### src/rtl/csr_bank_pkg.sv
package csr_bank_pkg;
  localparam int unsigned IX_CTRL = 0;
  localparam int unsigned IX_CSET = 1;
  localparam int unsigned IX_CCLR = 2;
  localparam int unsigned IX_STAT = 3;
  localparam int unsigned IX_CAPT = 4;
  localparam int unsigned IX_IEN  = 5;
  localparam int unsigned IX_LVL  = 6;
  localparam int unsigned IX_KEY  = 7;
  localparam int unsigned IX_PROT = 8;
  localparam int unsigned NREG    = 9;

  typedef logic [NREG-1:0] reg_hit_t;
endpackage

### src/rtl/csr_addr_decode.sv
module csr_addr_decode
  import csr_bank_pkg::*;
#(
  parameter int unsigned ADDR_W = 4
) (
  input  logic [ADDR_W-1:0] addr,
  output reg_hit_t          hit
);
  localparam int unsigned SPAN = 1 << ADDR_W;

  initial begin
    if (SPAN < NREG) $error("address width too small for register count");
  end

  for (genvar i = 0; i < NREG; i++) begin : g_hit
    assign hit[i] = (addr == ADDR_W'(i));
  end

  // one index selects at most one register
  always_comb begin
    assert ($onehot0(hit) || $isunknown(addr));
  end
endmodule

### src/rtl/csr_key_gate.sv
module csr_key_gate #(
  parameter int unsigned     DATA_W = 32,
  parameter logic [DATA_W-1:0] KEY  = 32'hC0DE_5A5A
) (
  input  logic              clk,
  input  logic              rst_n,
  input  logic              wr_en,
  input  logic              key_sel,
  input  logic [DATA_W-1:0] wr_data,
  output logic              armed
);
  // Armed only by the most recent write; any other write disarms.
  always_ff @(posedge clk or negedge rst_n) begin
    if (!rst_n)     armed <= 1'b0;
    else if (wr_en) armed <= key_sel && (wr_data == KEY);
  end

  AST_ARM_NEEDS_KEY: assert property (@(posedge clk) disable iff (!rst_n)
    $rose(armed) |-> $past(wr_en && key_sel && (wr_data == KEY)));

  AST_ARM_ONE_SHOT: assert property (@(posedge clk) disable iff (!rst_n)
    (armed && wr_en && !key_sel) |=> !armed);
endmodule

### src/rtl/csr_event_bits.sv
module csr_event_bits #(
  parameter int unsigned W = 8
) (
  input  logic         clk,
  input  logic         rst_n,
  input  logic [W-1:0] set_i,
  input  logic         clr_strobe,
  input  logic [W-1:0] clr_mask,
  output logic [W-1:0] q
);
  logic [W-1:0] clr_vec;

  assign clr_vec = clr_strobe ? clr_mask : '0;

  // set applied after clear: a same-cycle hardware event survives
  always_ff @(posedge clk or negedge rst_n) begin
    if (!rst_n) q <= '0;
    else        q <= (q & ~clr_vec) | set_i;
  end

  AST_SET_WINS: assert property (@(posedge clk) disable iff (!rst_n)
    (|set_i) |=> ((q & $past(set_i)) == $past(set_i)));

  AST_HOLD_NO_CLEAR: assert property (@(posedge clk) disable iff (!rst_n)
    (!clr_strobe) |=> ((q & $past(q)) == $past(q)));
endmodule

### src/rtl/csr_bank.sv
module csr_bank
  import csr_bank_pkg::*;
#(
  parameter int unsigned       DATA_W     = 32,
  parameter int unsigned       ADDR_W     = 4,
  parameter int unsigned       CTRL_W     = 16,
  parameter int unsigned       STAT_W     = 8,
  parameter int unsigned       CAPT_W     = 8,
  parameter int unsigned       LVL_W      = 16,
  parameter int unsigned       PROT_W     = 16,
  parameter logic [DATA_W-1:0] UNLOCK_KEY = 32'hC0DE_5A5A
) (
  input  logic              clk,
  input  logic              rst_n,
  input  logic [ADDR_W-1:0] bus_addr,
  input  logic              bus_wr_en,
  input  logic [DATA_W-1:0] bus_wr_data,
  input  logic              bus_rd_en,
  output logic [DATA_W-1:0] bus_rd_data,
  input  logic [STAT_W-1:0] evt_set,
  input  logic [CAPT_W-1:0] capt_set,
  input  logic [LVL_W-1:0]  hw_level,
  output logic [CTRL_W-1:0] ctrl_out,
  output logic [PROT_W-1:0] prot_out,
  output logic              irq
);
  localparam int unsigned MAXF = (CTRL_W > LVL_W) ? CTRL_W : LVL_W;

  initial begin
    if (MAXF > DATA_W || PROT_W > DATA_W || STAT_W > DATA_W || CAPT_W > DATA_W)
      $error("field wider than data bus");
  end

  reg_hit_t           hit;
  logic               armed;
  logic [CTRL_W-1:0]  ctrl_q;
  logic [STAT_W-1:0]  ien_q;
  logic [PROT_W-1:0]  prot_q;
  logic [STAT_W-1:0]  stat_q;
  logic [CAPT_W-1:0]  capt_q;
  logic [DATA_W-1:0]  rd_mux;
  logic               wr_ctrl, wr_cset, wr_cclr, wr_ien, wr_prot, wr_stat, rd_capt;

  csr_addr_decode #(.ADDR_W(ADDR_W)) u_dec (
    .addr (bus_addr),
    .hit  (hit)
  );

  csr_key_gate #(.DATA_W(DATA_W), .KEY(UNLOCK_KEY)) u_key (
    .clk     (clk),
    .rst_n   (rst_n),
    .wr_en   (bus_wr_en),
    .key_sel (hit[IX_KEY]),
    .wr_data (bus_wr_data),
    .armed   (armed)
  );

  assign wr_ctrl = bus_wr_en && hit[IX_CTRL];
  assign wr_cset = bus_wr_en && hit[IX_CSET];
  assign wr_cclr = bus_wr_en && hit[IX_CCLR];
  assign wr_ien  = bus_wr_en && hit[IX_IEN];
  assign wr_stat = bus_wr_en && hit[IX_STAT];
  assign wr_prot = bus_wr_en && hit[IX_PROT] && armed;
  assign rd_capt = bus_rd_en && hit[IX_CAPT];

  // write-one-to-clear status
  csr_event_bits #(.W(STAT_W)) u_stat (
    .clk        (clk),
    .rst_n      (rst_n),
    .set_i      (evt_set),
    .clr_strobe (wr_stat),
    .clr_mask   (bus_wr_data[STAT_W-1:0]),
    .q          (stat_q)
  );

  // read-clear capture
  csr_event_bits #(.W(CAPT_W)) u_capt (
    .clk        (clk),
    .rst_n      (rst_n),
    .set_i      (capt_set),
    .clr_strobe (rd_capt),
    .clr_mask   ({CAPT_W{1'b1}}),
    .q          (capt_q)
  );

  // control: direct write, or bit set / bit clear strobes
  always_ff @(posedge clk or negedge rst_n) begin
    if (!rst_n)       ctrl_q <= '0;
    else if (wr_ctrl) ctrl_q <= bus_wr_data[CTRL_W-1:0];
    else if (wr_cset) ctrl_q <= ctrl_q | bus_wr_data[CTRL_W-1:0];
    else if (wr_cclr) ctrl_q <= ctrl_q & ~bus_wr_data[CTRL_W-1:0];
  end

  always_ff @(posedge clk or negedge rst_n) begin
    if (!rst_n)      ien_q <= '0;
    else if (wr_ien) ien_q <= bus_wr_data[STAT_W-1:0];
  end

  always_ff @(posedge clk or negedge rst_n) begin
    if (!rst_n)       prot_q <= '0;
    else if (wr_prot) prot_q <= bus_wr_data[PROT_W-1:0];
  end

  // read mux; write-only and unmapped indices return zero
  always_comb begin
    rd_mux = '0;
    if (hit[IX_CTRL]) rd_mux = DATA_W'(ctrl_q);
    if (hit[IX_STAT]) rd_mux = DATA_W'(stat_q);
    if (hit[IX_CAPT]) rd_mux = DATA_W'(capt_q);
    if (hit[IX_IEN])  rd_mux = DATA_W'(ien_q);
    if (hit[IX_LVL])  rd_mux = DATA_W'(hw_level);
    if (hit[IX_PROT]) rd_mux = DATA_W'(prot_q);
  end

  always_ff @(posedge clk or negedge rst_n) begin
    if (!rst_n)         bus_rd_data <= '0;
    else if (bus_rd_en) bus_rd_data <= rd_mux;
    else                bus_rd_data <= '0;
  end

  assign ctrl_out = ctrl_q;
  assign prot_out = prot_q;
  assign irq      = |(stat_q & ien_q);

  AST_PROT_LOCKED: assert property (@(posedge clk) disable iff (!rst_n)
    !(bus_wr_en && hit[IX_PROT] && armed) |=> $stable(prot_out));

  AST_RD_IDLE_ZERO: assert property (@(posedge clk) disable iff (!rst_n)
    !bus_rd_en |=> (bus_rd_data == '0));

  AST_CTRL_RSVD_ZERO: assert property (@(posedge clk) disable iff (!rst_n)
    (bus_rd_en && hit[IX_CTRL]) |=> (bus_rd_data[DATA_W-1:CTRL_W] == '0));

  AST_WO_READ_ZERO: assert property (@(posedge clk) disable iff (!rst_n)
    (bus_rd_en && (hit[IX_CSET] || hit[IX_CCLR] || hit[IX_KEY])) |=> (bus_rd_data == '0));

  AST_IRQ_QUIET: assert property (@(posedge clk) disable iff (!rst_n)
    (stat_q == '0) |-> !irq);

  AST_RC_EMPTIES: assert property (@(posedge clk) disable iff (!rst_n)
    (rd_capt && capt_set == '0) |=> (capt_q == '0));

  AST_LVL_RO: assert property (@(posedge clk) disable iff (!rst_n)
    (bus_rd_en && hit[IX_LVL]) |=> (bus_rd_data == DATA_W'($past(hw_level))));
endmodule

### config.mk
export PLATFORM = sky130hd
export DESIGN_NAME = csr_bank
export DESIGN_NICKNAME = d
export VERILOG_FILES = /design/src/rtl/csr_bank_pkg.sv /design/src/rtl/csr_addr_decode.sv /design/src/rtl/csr_key_gate.sv /design/src/rtl/csr_event_bits.sv /design/src/rtl/csr_bank.sv
export SDC_FILE = /design/constraint.sdc
export NUM_CORES = 1
export LEC_CHECK = 0
export BUFFER_PORTS_ARGS = -buffer_cell sky130_fd_sc_hd__buf_2
export CORE_ASPECT_RATIO = 1.75
export CORE_UTILIZATION = 49
export DETAILED_ROUTE_END_ITERATION = 8
export HOLD_SLACK_MARGIN = 0.03
export PLACE_DENSITY = 0.92
export SLEW_MARGIN = 20
export SYNTH_ARGS = -nofsm -noshare
export SYNTH_HDL_FRONTEND = slang
export SYNTH_SLANG_ARGS = --single-unit
### constraint.sdc
create_clock -name clk -period 1.61 [get_ports clk]
set_input_delay 0.322 -clock clk [delete_from_list [all_inputs] [get_ports clk]]
set_output_delay 0.322 -clock clk [all_outputs]
set_load 0.01 [all_outputs]
==> flow_metrics.py <==
metrics = {
    "timing": {
        "fin_crit_sh": 0.963,
        "max_freq_mhz": 645,
        "slew_viol_final": 0,
        "finalClockSkew_ns": 0.00374,
        "relSlewSlack": 0.652,
        "finalWorstPathRequiredPeriod_ns": 1.55,
        "worst_pin_slew_ns": 0.523,
        "grt_setup_unrepaired": "false",
        "finalSetupViolCount": 0,
        "fin_ws_ns": 0.0596,
        "fin_setup_tns_ns": 0,
        "hold_viol_final": 0,
    },
    "power_and_ir_drop": {
        "p_seq_frac": 0.457,
        "total_power_uw": 4690,
        "switching_share": 0.270,
        "powerDensity_mw_per_mm2": 1010,
        "power_leakage_uw": 0.00224,
        "p_switching_uw": 1270,
        "p_int_uw": 3430,
        "combPwrFrac": 0.168,
        "vdd_drop_max_v": 0.000750,
        "clockPowerShare": 0.374,
    },
    "final_layout": {
        "final_common_cell": "buf_2",
        "layout.nets": 529,
        "n_antenna_cell": 0,
        "design_area_mm2": 0.00464,
        "layout_common_cells": "120 x buf_2, 73 x dfrtp_1, 32 x o21ai_0",
        "layout-drive-gt1-share": 0.436,
        "fillers": 546,
        "syn_to_final_growth_pct": 31.6,
    },
    "drt": {
        "vias_per_cell": 6.14,
        "drt_drc_violations_left": 0,
        "ant_nets": 0,
        "wl_per_cell_um": 20.8,
        "first_pass_iters": 5,
        "wl_um": 11300,
        "drt_iter0_markers": 269,
        "vias": 3335,
    },
    "placement": {
        "place.detailed.hpwl_um": 8180,
        "gp_congestion": 0.937,
        "placed_area_mm2": 0.00436,
        "port_buffers": 120,
        "pre_cts_ws_ns": -0.0523,
    },
    "global_routing": {
        "grt_pass1_vias": 3246,
        "grt.overflow.total": 0,
        "grt_max_degree": 63,
        "antenna_found_initial": 0,
        "grt_pass1_wl_um": 17400,
        "track_usage": 0.321,
    },
    "clocking": {
        "cts_sinks": 73,
        "htree_levels": 3,
        "cts_buffers": 9,
        "ctsRootBufferMaster": "clkbuf_16",
        "clockBufferDepth": 2,
        "clk_pin_slew_ns": 0.05,
        "cts_tree": "built",
        "clk_latency_ns": 0.34,
    },
    "run_status": {
        "outcome": "finished clean",
    },
    "synthesis": {
        "yosys_register_bits": 73,
        "yosys-mux-area-fraction": 0.0930,
        "synth-compound-area-share": 0.228,
        "synth.distinct_cells": 39,
        "synth_xor_area_frac": 0,
        "synthAdderAreaFrac": 0,
        "seq_area_frac_synth": 0.518,
        "syn-mean-instance-area_um2": 11.5,
        "synth_top_family_by_area": "compound AO/OA/AOI/OAI gates",
        "ys.warnings.count": 0,
        "syn_area_mm2": 0.00352,
        "syn_inst": 307,
        "synth-simple-area-share": 0.0927,
    },
    "critical_path": {
        "path_class": "flop to primary output",
        "end_kind": "primary output",
        "crit_required_ns": 1.29,
        "worst-path-max-fanout": 3,
        "start_kind": "flop",
        "crit_arrival_ns": 1.23,
    },
    "floorplanning": {
        "die_h_um": 114,
        "start_util": 0.510,
        "rows": 40,
        "io-pin-count": 137,
        "coreArea_mm2": 0.00691,
        "die_w_um": 66.1,
        "dieArea_mm2": 0.00755,
    },
    "run": {
        "max_cap_viol_count": 0,
    },
    "worst_hold_path": {
        "hold_path_class": "primary input to flop",
    },
}
kinds of logic (layout without fill, tap and decap cells):
family	Yosys count	count (layout)
buffers and inverters	33	170
AO/OA/AOI/OAI	118	118
multiplexers	26	26
AND/OR/NAND/NOR	56	56
flip-flops	73	73
other	1	16
final timing paths:
path	from	slack, ns	endpoint	cells after the start
setup / recovery	ien_q[6]	0.06	irq	3
hold / removal	capt_set[4]	0.16	u_capt.q[4]	2
setup reg to reg	u_capt.q[0]	0.33	bus_rd_data[0]	3
hold reg to reg	u_capt.q[5]	0.49	u_capt.q[5]	1
max in group asynchronous	rst_n	0.55	bus_rd_data[1]	3
min in group asynchronous	rst_n	0.42	bus_rd_data[14]	2
timing repair:
action	4_1_cts	5_1_grt
buffers inserted	0	0
hold endpoints to repair	11	0
gates resized for setup	0	3
endpoints found under the setup margin	0	1
hold buffers	1	0
power groups by stage:
stage	clock network (µW)	registers, µW	logic, µW
floorplan	0	2170	348
global placement	0	2160	738
detailed placement	0	2160	765
CTS	1770	2130	774
global route	1850	2160	847
finish	1760	2150	790
metrics by stage:
step,utilization,instances,hold WS [ns]
after floorplan,-,322,0.0264
after global routing,0.672,543,0.165
final,0.672,543,0.161
after detailed placement,0.632,529,0.226
after CTS,0.669,543,0.155
after global placement,0.632,529,0.216
cell usage after synthesis (all sizes together):
cell,instances,area share
a21o,18,0.038
o21ai,32,0.045
nand3,4,0.0071
o22a,6,0.015
nor2b,2,0.0035
a21oi,16,0.023
conb,1,0.0011
a2bb2oi,2,0.0050
and3,2,0.0050
and4b,2,0.0057
nor3,4,0.0099
o22ai,2,0.0035
a22o,16,0.040
nor4b,2,0.0067
mux2,24,0.087
nor3b,2,0.0071
nand4,3,0.0053
clkinv,2,0.0021
mux2i,2,0.0057
inv,2,0.0021
nor2,10,0.013
buf,24,0.057
dfrtp,73,0.52
nand2b,1,0.0018
a311o,1,0.0028
nand2,21,0.022
o32ai,7,0.017
clkbuf,5,0.0053
a22oi,18,0.038
nor4,3,0.0053
area by class of cell:
cell class | instances | area, µm² | area share
inverters | 4 | 15.0 | 0.00324
well taps | 84 | 105 | 0.0227
multi-input cells | 216 | 1540 | 0.332
flip-flops and latches | 73 | 1830 | 0.394
clock buffers | 12 | 246 | 0.0531
clock inverters | 1 | 5.00 | 0.00108
repair buffers | 153 | 901 | 0.194
worst max-delay path: stages (launching register included):
cell and delay [ns]:
dfrtp_1 0.41, a22oi_2 0.21, nand4_1 0.12, buf_2 0.16
metal layers:
| metal | wire length (µm) | vias up | global-route usage |
|---|---|---|---|
| met3 | 725 | 55 | 0.0757 |
| met5 | 0 | - | 0 |
| li1 | - | 1421 | - |
| met4 | 613 | 0 | 0.191 |
| met1 | 4090 | 1652 | 0.364 |
| met2 | 5880 | 207 | 0.534 |
No activity file was read; power rests on OpenSTA's default activity.
